===== src/rtl/rsm_pkg.sv =====
package rsm_pkg;

    localparam int REG_W       = 32;
    localparam int RID_W       = 16;
    localparam int SID_W       = 6;
    localparam int AUX_W       = 3;
    localparam int IDX_FIELD_W = 5;
    localparam int ACT_BIT     = 16;

    typedef enum logic [1:0] {
        SEL_CTRL   = 2'd0,
        SEL_DATA_A = 2'd1,
        SEL_DATA_B = 2'd2,
        SEL_NONE   = 2'd3
    } reg_sel_e;

    typedef struct packed {
        logic             vld;
        logic [AUX_W-1:0] aux;
        logic [SID_W-1:0] sid;
        logic [RID_W-1:0] key;
        logic [RID_W-1:0] mask;
    } entry_t;

    typedef struct packed {
        logic             hit;
        logic [SID_W-1:0] sid;
        logic [AUX_W-1:0] aux;
    } result_t;

    function automatic logic [REG_W-1:0] image_a(entry_t e);
        return {e.vld, 20'b0, e.aux, 2'b0, e.sid};
    endfunction

    function automatic logic [REG_W-1:0] image_b(entry_t e);
        return {e.key, e.mask};
    endfunction

endpackage


===== src/rtl/rsm_regs.sv =====
module rsm_regs
    import rsm_pkg::*;
(
    input  logic                   clk,
    input  logic                   rst_n,
    input  logic                   wr,
    input  logic [1:0]             addr,
    input  logic [REG_W-1:0]       wdata,
    input  entry_t                 peek_entry,
    output logic [IDX_FIELD_W-1:0] peek_idx,
    output logic                   commit_en,
    output logic [IDX_FIELD_W-1:0] commit_idx,
    output entry_t                 commit_entry,
    output entry_t                 stage,
    output logic [REG_W-1:0]       rdata
);

    typedef struct packed {
        logic [IDX_FIELD_W-1:0] idx;
        logic                   act;
        entry_t                 stg;
    } regs_t;

    regs_t    st_d, st_q;
    reg_sel_e sel;
    logic     commit_d;

    assign sel        = reg_sel_e'(addr);
    assign peek_idx   = wdata[IDX_FIELD_W-1:0];
    assign commit_idx = wdata[IDX_FIELD_W-1:0];

    always_comb begin
        st_d     = st_q;
        commit_d = 1'b0;
        if (wr) begin
            case (sel)
                SEL_CTRL: begin
                    st_d.idx = wdata[IDX_FIELD_W-1:0];
                    st_d.act = wdata[ACT_BIT];
                    if (wdata[ACT_BIT]) begin
                        st_d.stg = peek_entry;
                    end else begin
                        commit_d = 1'b1;
                    end
                end
                SEL_DATA_A: begin
                    st_d.stg.vld = wdata[31];
                    st_d.stg.aux = wdata[8 +: AUX_W];
                    st_d.stg.sid = wdata[0 +: SID_W];
                end
                SEL_DATA_B: begin
                    st_d.stg.key  = wdata[16 +: RID_W];
                    st_d.stg.mask = wdata[0 +: RID_W];
                end
                default: ;
            endcase
        end
    end

    always_ff @(posedge clk) begin
        if (!rst_n) begin
            st_q <= '0;
        end else begin
            st_q <= st_d;
        end
    end

    assign commit_en    = commit_d;
    assign commit_entry = st_q.stg;
    assign stage        = st_q.stg;

    always_comb begin
        case (sel)
            SEL_CTRL:   rdata = {15'b0, st_q.act, 11'b0, st_q.idx};
            SEL_DATA_A: rdata = image_a(st_q.stg);
            SEL_DATA_B: rdata = image_b(st_q.stg);
            default:    rdata = '0;
        endcase
    end

endmodule


===== src/rtl/rsm_table.sv =====
module rsm_table
    import rsm_pkg::*;
#(
    parameter int ENTRIES = 32
) (
    input  logic                   clk,
    input  logic                   rst_n,
    input  logic                   wr_en,
    input  logic [IDX_FIELD_W-1:0] wr_idx,
    input  entry_t                 wr_entry,
    input  logic [IDX_FIELD_W-1:0] rd_idx,
    output entry_t [ENTRIES-1:0]   tbl,
    output entry_t                 rd_entry
);

    for (genvar g = 0; g < ENTRIES; g++) begin : g_ent
        entry_t ent_d, ent_q;

        always_comb begin
            ent_d = ent_q;
            if (wr_en && (wr_idx == IDX_FIELD_W'(g))) begin
                ent_d = wr_entry;
            end
        end

        always_ff @(posedge clk) begin
            if (!rst_n) begin
                ent_q <= '0;
            end else begin
                ent_q <= ent_d;
            end
        end

        assign tbl[g] = ent_q;
    end

    always_comb begin
        rd_entry = '0;
        for (int i = 0; i < ENTRIES; i++) begin
            if (rd_idx == IDX_FIELD_W'(i)) begin
                rd_entry = tbl[i];
            end
        end
    end

endmodule


===== src/rtl/rsm_match.sv =====
module rsm_match
    import rsm_pkg::*;
#(
    parameter int ENTRIES = 32
) (
    input  logic [RID_W-1:0]     rid,
    input  entry_t [ENTRIES-1:0] tbl,
    output result_t              res
);

    logic [ENTRIES-1:0] hit_vec;

    for (genvar g = 0; g < ENTRIES; g++) begin : g_cmp
        assign hit_vec[g] = tbl[g].vld &&
                            (((rid ^ tbl[g].key) & tbl[g].mask) == '0);
    end

    always_comb begin
        res = '0;
        for (int i = ENTRIES - 1; i >= 0; i--) begin
            if (hit_vec[i]) begin
                res.hit = 1'b1;
                res.sid = tbl[i].sid;
                res.aux = tbl[i].aux;
            end
        end
    end

endmodule


===== src/rtl/reqid_stream_map.sv =====
module reqid_stream_map
    import rsm_pkg::*;
#(
    parameter int ENTRIES = 32
) (
    input  logic        clk,
    input  logic        rst_n,
    input  logic        reg_wr,
    input  logic [1:0]  reg_addr,
    input  logic [31:0] reg_wdata,
    output logic [31:0] reg_rdata,
    input  logic [15:0] lk_rid,
    output logic        lk_hit,
    output logic [5:0]  lk_sid,
    output logic [2:0]  lk_aux
);

    localparam int IDX_W = (ENTRIES > 1) ? $clog2(ENTRIES) : 1;

    entry_t                 peek_entry;
    logic [IDX_FIELD_W-1:0] peek_idx;
    logic                   commit_en;
    logic [IDX_FIELD_W-1:0] commit_idx;
    entry_t                 commit_entry;
    entry_t                 stage_w;
    entry_t [ENTRIES-1:0]   tbl;
    result_t                res_d, res_q;

    rsm_regs u_regs (
        .clk          (clk),
        .rst_n        (rst_n),
        .wr           (reg_wr),
        .addr         (reg_addr),
        .wdata        (reg_wdata),
        .peek_entry   (peek_entry),
        .peek_idx     (peek_idx),
        .commit_en    (commit_en),
        .commit_idx   (commit_idx),
        .commit_entry (commit_entry),
        .stage        (stage_w),
        .rdata        (reg_rdata)
    );

    rsm_table #(.ENTRIES(ENTRIES)) u_table (
        .clk      (clk),
        .rst_n    (rst_n),
        .wr_en    (commit_en),
        .wr_idx   (commit_idx),
        .wr_entry (commit_entry),
        .rd_idx   (peek_idx),
        .tbl      (tbl),
        .rd_entry (peek_entry)
    );

    rsm_match #(.ENTRIES(ENTRIES)) u_match (
        .rid (lk_rid),
        .tbl (tbl),
        .res (res_d)
    );

    always_ff @(posedge clk) begin
        if (!rst_n) begin
            res_q <= '0;
        end else begin
            res_q <= res_d;
        end
    end

    assign lk_hit = res_q.hit;
    assign lk_sid = res_q.sid;
    assign lk_aux = res_q.aux;

endmodule


===== config.mk =====
export PLATFORM = sky130hd
export DESIGN_NAME = reqid_stream_map
export DESIGN_NICKNAME = d
export VERILOG_FILES = /design/src/rtl/rsm_pkg.sv /design/src/rtl/rsm_regs.sv /design/src/rtl/rsm_table.sv /design/src/rtl/rsm_match.sv /design/src/rtl/reqid_stream_map.sv
export SDC_FILE = /design/constraint.sdc
export NUM_CORES = 2
export LEC_CHECK = 0
export ABC_AREA = 0
export CORE_MARGIN = 4
export CORE_UTILIZATION = 35
export DETAILED_ROUTE_END_ITERATION = 10
export DONT_BUFFER_PORTS = 1
export PLACE_DENSITY = 0.57
export SLEW_MARGIN = 20
export SYNTH_ARGS = -nofsm -noshare
export SYNTH_HDL_FRONTEND = slang
export SYNTH_SLANG_ARGS = --single-unit
export TNS_END_PERCENT = 5

===== constraint.sdc =====
create_clock -name clk -period 3.7 [get_ports clk]
set_input_delay 0.555 -clock clk [delete_from_list [all_inputs] [get_ports clk]]
set_output_delay 0.555 -clock clk [all_outputs]
set_load 0.01 [all_outputs]

* Word-level counts from Yosys, hierarchy flattened
Cells that the tools add are included.
** Word-level totals
- Bits in registers :: 1402
- Latch bits :: 0
- Memory bits (writable) :: 0
- ROM bits :: 0
- Bits of input ports :: 53
- Output and inout port bits :: 42
- Logic and storage cells :: 442
- Memories :: 0
** Cells by class
- Add/sub/neg operators :: 0
- Multipliers :: 0
- Divide/modulo/power cells :: 0
- $lt $le $gt $ge :: 0
- Eq/ne operators :: 34
- Shift-type cells :: 0
- Muxes and demuxes :: 71
- Bitwise gates (word level) :: 64
- Reduce and logical (&&, ||, !) cells :: 103
** Operators with widths (count)
- 42-bit two-way mux :: 33
- 16-bit AND :: 32
- 16-bit zero test :: 32
- 16-bit bitwise XOR :: 32
- 10-bit two-way mux :: 32
- 32-bit one-hot mux with 3 select lines :: 1
- 5-bit equality test, second input constant :: 16
- 1-bit logical AND :: 64
- 32-bit one-hot mux with 2 select lines :: 1
- 5-bit by 4-bit equality test with 1-bit output, second input constant :: 8
- 5-bit by 3-bit equality test with 1-bit output, second input constant :: 4
- 10-bit one-hot mux with 2 select lines :: 1
- 5-bit by 2-bit equality test with 1-bit output, second input constant :: 2
- 3-bit AND reduction :: 2
- 5-bit by 1-bit equality test with 1-bit output, second input constant :: 1
- 5-bit zero test :: 1
- 2-bit nonzero test :: 2
- 1-bit two-way mux :: 3
- 2-bit by 1-bit equality test with 1-bit output, second input constant :: 1
- 2-bit equality test, second input constant :: 1
- 2-bit zero test :: 1
- 2-bit inequality test, second input constant :: 1
- 2-bit AND reduction :: 1

* Longest topological paths before layout
- Depth in word-level cells :: 36
- Mapped depth :: 14
- Depth with buffers taken out :: 9

* Hierarchy
A second synthesis with hierarchy kept.
** Unflattened totals
- Cells, all modules :: 9879
- Area, all modules :: 76522.1 um^2
** By module, submodules not included
- rsm_table :: instances 1, cells each 8002, area each 62230.9 um^2, seq. area each 26905.8 um^2
- rsm_match :: instances 1, cells each 1485, area each 10679.0 um^2, seq. area each 0.0 um^2
- rsm_regs :: instances 1, cells each 372, area each 3349.5 um^2, seq. area each 960.9 um^2
- reqid_stream_map :: instances 1, cells each 20, area each 262.8 um^2, seq. area each 200.2 um^2

* Worst setup path before layout
No wires, ideal clock.
- Path type :: input to register
- Start point :: input lk_rid[6]
- End point :: register res_q, in the netlist lk_sid[1]
- Library setup time :: 138 ps
- Arrival time :: 2745 ps
- Data required time :: 3562 ps
- Path slack :: 817 ps
- Cell stages on the path :: 13
- Path buffers :: 4
- Path through :: buf_2 -> buf_6 -> buf_6 -> xor2_1 -> nand2_1 -> and3_1 -> nand3_1 -> buf_2 -> mux2_2 -> a221oi_1 -> nor3_1 -> o311ai_1 -> a31oi_1
** On the way
- Cells in the longest elaborated chain, start to end :: 36
- Elaborated cells on any way between the ends :: 160
- Classes of those cells :: mux: 32; bitwise: 64; reduce/logical: 64
** Ends and longest elaborated chain
- from (decl) :: line reqid_stream_map.sv:12 : input logic [15:0] lk_rid,
- 16-bit bitwise XOR :: line rsm_match.sv:15 : (((rid ^ tbl[g].key) & tbl[g].mask) == '0);
- 16-bit AND :: line rsm_match.sv:15
- 16-bit zero test :: line rsm_match.sv:15
- 1-bit logical AND :: line rsm_match.sv:14 : assign hit_vec[g] = tbl[g].vld &&
- 10-bit two-way mux (31 in series) :: line rsm_match.sv:21 : if (hit_vec[i]) begin
- 10-bit two-way mux (*) :: line rsm_match.sv:21
- to (signal assigned) :: line reqid_stream_map.sv:65 : res_q <= res_d;
- to (decl) :: line reqid_stream_map.sv:27 : result_t res_d, res_q;
Mark *: on every way between the ends. The rest lies on a longest branch, timed or not.
A chain may end at the register's enable or synchronous reset.

* Worst setup path in the final report
- Start point :: input reg_wdata[0]
- End point :: register u_regs.st_q, in the netlist u_regs.commit_entry[5]
** On the way
- Cells in the longest elaborated chain, start to end :: 35
- Elaborated cells on any way between the ends :: 66
- Classes of those cells :: eq/ne: 31; mux: 34; reduce/logical: 1
** Ends and longest elaborated chain
- from (decl) :: line reqid_stream_map.sv:10 : input logic [31:0] reg_wdata,
- 5-bit zero test :: line rsm_table.sv:40 : if (rd_idx == IDX_FIELD_W'(i)) begin
- 42-bit two-way mux (31 in series) :: line rsm_table.sv:40
- 42-bit two-way mux (*) :: line rsm_table.sv:40
- 42-bit two-way mux (*) :: line rsm_regs.sv:40 : if (wdata[ACT_BIT]) begin
- 32-bit one-hot mux with 2 select lines (*) :: line rsm_regs.sv:36 : case (sel)
- to (signal assigned) :: line rsm_regs.sv:64 : st_q <= st_d;
- to (decl) :: line rsm_regs.sv:24 : regs_t st_d, st_q;
Mark *: on every way between the ends. The rest lies on a longest branch, timed or not. The select of a mux whose other input is x is not followed.

==> summary.txt <==
Floorplan
  • Die Width: 460 um
  • Die Area: 212,000 sq um
  • Core area: 203,000 sq um
  • I/O pins: 95
  • Initial Utilization: 35.3%
  • Row cnt: 165
  • Die H: 460 um

Placement
  • Number of buffers added on ports: 0
  • Placed cells: 12,000
  • Placer Congestion: 1.08
  • DPL Wire Length: 302 mm

Clocking
  • TritonCTS Buffers: 164
  • CTS root buf: clkbuf_16
  • CTS H-tree lvls: 4
  • Clock sink total: 1,402
  • CTS tree: done
  • Clock Latency Late Sink: 0.85 ns
  • Worst-path clk slew: 0.06 ns
  • Clock buffer depth: 3
  • Post-CTS Setup Bufs: 0

Routing
  • DRC violations left: 9
  • Drt pass-1 iters: 11
  • Drt initial violations: 13,400
  • Final WL: 440 mm
  • Post-route ant nets: 0
  • DR vias/cell: 6.39
  • Drt wl/cell: 35.5 um
  • Routed vias: 79,100

Logic synthesis
  • Dominant cell type by area after synthesis: dfxtp_1
  • Synth Area in Adders: 0%
  • Post-Syn Instances: 9,689
  • Post-synthesis xor/xnor area fraction: 6.30%
  • Post-synthesis sequential area ratio: 39.3%
  • Post-synth EDFFs: 0
  • Most frequent cells after synthesis: 3,053 x nand2_1, 1,628 x a21oi_1, 1,402 x dfxtp_1
  • Net Count, Synth: 9,742
  • Unique cell type count in the Yosys netlist: 104
  • Synth warn: 0
  • Synth Flop Type: dfxtp_1
  • Mux contribution to synthesized area: 2.45%
  • Post-synth top area share: 39.3%
  • Mean Syn Cell Area: 7.38 sq um
  • Largest family of logic cells by synthesized area: compound AO/OA/AOI/OAI gates
  • #FFs+latches synth: 1,402
  • Count leader, synth: nand2_1
  • Synth Area in Compound Gates: 25.0%
  • Simple-gate share of the synthesized area: 21.1%
  • Area contributors post-synth: dfxtp_1 39%, nand2_1 16%, a21oi_1 11%
  • Synthesized area: 71,500 sq um
  • Async set-reset flop share out of synthesis: 0%

Layout
  • # fillers: 20,900
  • Fin cells: 12,400
  • Storage cell area: 28,100 sq um
  • Layout cells sized above 1: 11.5%
  • Synthesis-to-layout area growth: 15.1%
  • Multi-input logic area: 39,600 sq um
  • Layout net count: 9,605

STA
  • Setup ws final: -0.267 ns
  • Slew Limit Fails: 0
  • Max frequency: 0.252 GHz
  • Setup-failing EPs final: 1
  • RSZ-0062 raised after global routing: no
  • Final Hold Viols: 0
  • Worst rel slew slack: 6.21%
  • Tcrit/Tclk final: 107%
  • Final TNS setup: -0.267 ns
  • Final hold slack: 0.0361 ns
  • Clock skew: 0.0362 ns
  • Final min period: 3.97 ns
  • Slew @ Worst Pin: 1.40 ns

Run status
  • Failing checks: DRC, setup timing
  • Status: finished with violations

Run
  • Max-Cap Viols: 0

Critical path
  • Crit. End Element: flop
  • CP arrival: 4.75 ns
  • Required @ worst endpoint: 4.48 ns
  • Setup crit start kind: primary input
  • CP max FO: 209
  • Crit Path Category: primary input to flop

Min path
  • Worst Hold Class: primary input to flop

Global route
  • Initial antenna violation count: 25
  • Total GRT Usage: 39.8%
  • Global-route wire length before repair: 595 mm
  • Number of global-route vias before repair: 71,900
  • Congestion Overflow GR: 0
  • Largest net degree at the start of global routing: 234

Power and ir drop
  • Maximum vdd drop: 0.000514 V
  • Lkg Pwr: 28.5 nW
  • Pwr dens: 433 nW/um^2
-- metrics by stage --
step | power [mW] | cell area (sq um) | utilization (%) | worst slack, ns
detailed placement | 18.2 | 76400 | 37.7 | -0.303
finish | 35.6 | 82200 | 40.6 | -0.267
global placement | 18.2 | 76400 | 37.7 | -0.399
global route | 36.2 | 82200 | 40.6 | 0.0213
CTS | 35.5 | 82200 | 40.5 | 0.100
floorplan | 17.0 | 71500 | - | 0.817
-- per-layer routing --
layer  part of all wire [%]  global-route usage (%)
met5                  0.024                  0.0230
met4                     11                    34.2
met3                     11                    10.3
met2                     42                    59.8
met1                     36                    47.2
-- cell families (layout without fill, tap and decap cells) --
group | count (synthesis) | count (layout)
AO/OA/AOI/OAI | 2936 | 2936
XOR/XNOR | 513 | 513
buffers and inverters | 953 | 954
flip-flops | 1402 | 1402
multiplexers | 150 | 150
other | 0 | 18
AND/OR/NAND/NOR | 3735 | 3735
-- critical path, stage by stage --
cell and delay [ns]:
nand2b_1 0.36, buf_4 0.21, nor2_2 0.67, buf_4 0.24, buf_4 0.11, a21oi_1 0.08, a41o_1 0.29, a31oi_1 0.30
buf_4 0.18, a211oi_2 0.11, buf_4 0.20, or4_1 0.41, a21oi_1 0.14, dlygate4sd3_1 0.56
-- final timing paths --
path	startpoint	to	slack, ns	cells past startpoint
setup / recovery	reg_wdata[0]	u_regs.commit_entry[5]	-0.27	14
setup reg to reg	u_table.tbl[778]	lk_aux[2]	0.02	10
hold reg to reg	u_table.tbl[1041]	u_table.tbl[1041]	0.47	2
hold / removal	rst_n	u_regs.commit_entry[10]	0.04	3
-- what timing repair did --
| item | 4_1_cts | 5_1_grt |
|---|---|---|
| endpoints found under the hold margin | 23 | 0 |
| hold buffers | 10 | 0 |
| setup endpoints to repair | 0 | 1 |
| resized for setup | 0 | 1 |
-- layout make-up --
class	count	share of cell area, %
flip-flops and latches	1402	34.2
repair buffers	611	6.43
clock inverters	70	1.11
multi-input cells	7334	48.1
clock buffers	234	5.82
well taps	2672	4.06
diodes	18	0.0548
inverters	39	0.189
-- power by group --
part           total (mW)  leakage, nW  switching (mW)  internal, mW
Sequential           15.3         11.3           0.198          15.1
Combinational        2.78         14.4            2.06         0.719
Clock                17.5         2.80            7.36          10.1
Total                35.6         28.5            9.62          26.0
-- cell usage in the layout, fill, tap and decap left out, drive strengths merged, types with 115 or more instances in the layout --
master     n
a21oi   1629
a22oi    308
buf      602
clkbuf   234
dfxtp   1402
nand2   3056
nor2     247
o21ai    271
o22ai    115
xor2     512
-- state kept, by name, indices dropped and copies added (netlist names) --
name / flops
lk_aux: 3
u_regs.commit_entry: 42
u_regs.st_q: 6
u_table.tbl: 1344
lk_hit: 1
lk_sid: 6
No activity file was read; power rests on OpenSTA's default activity.
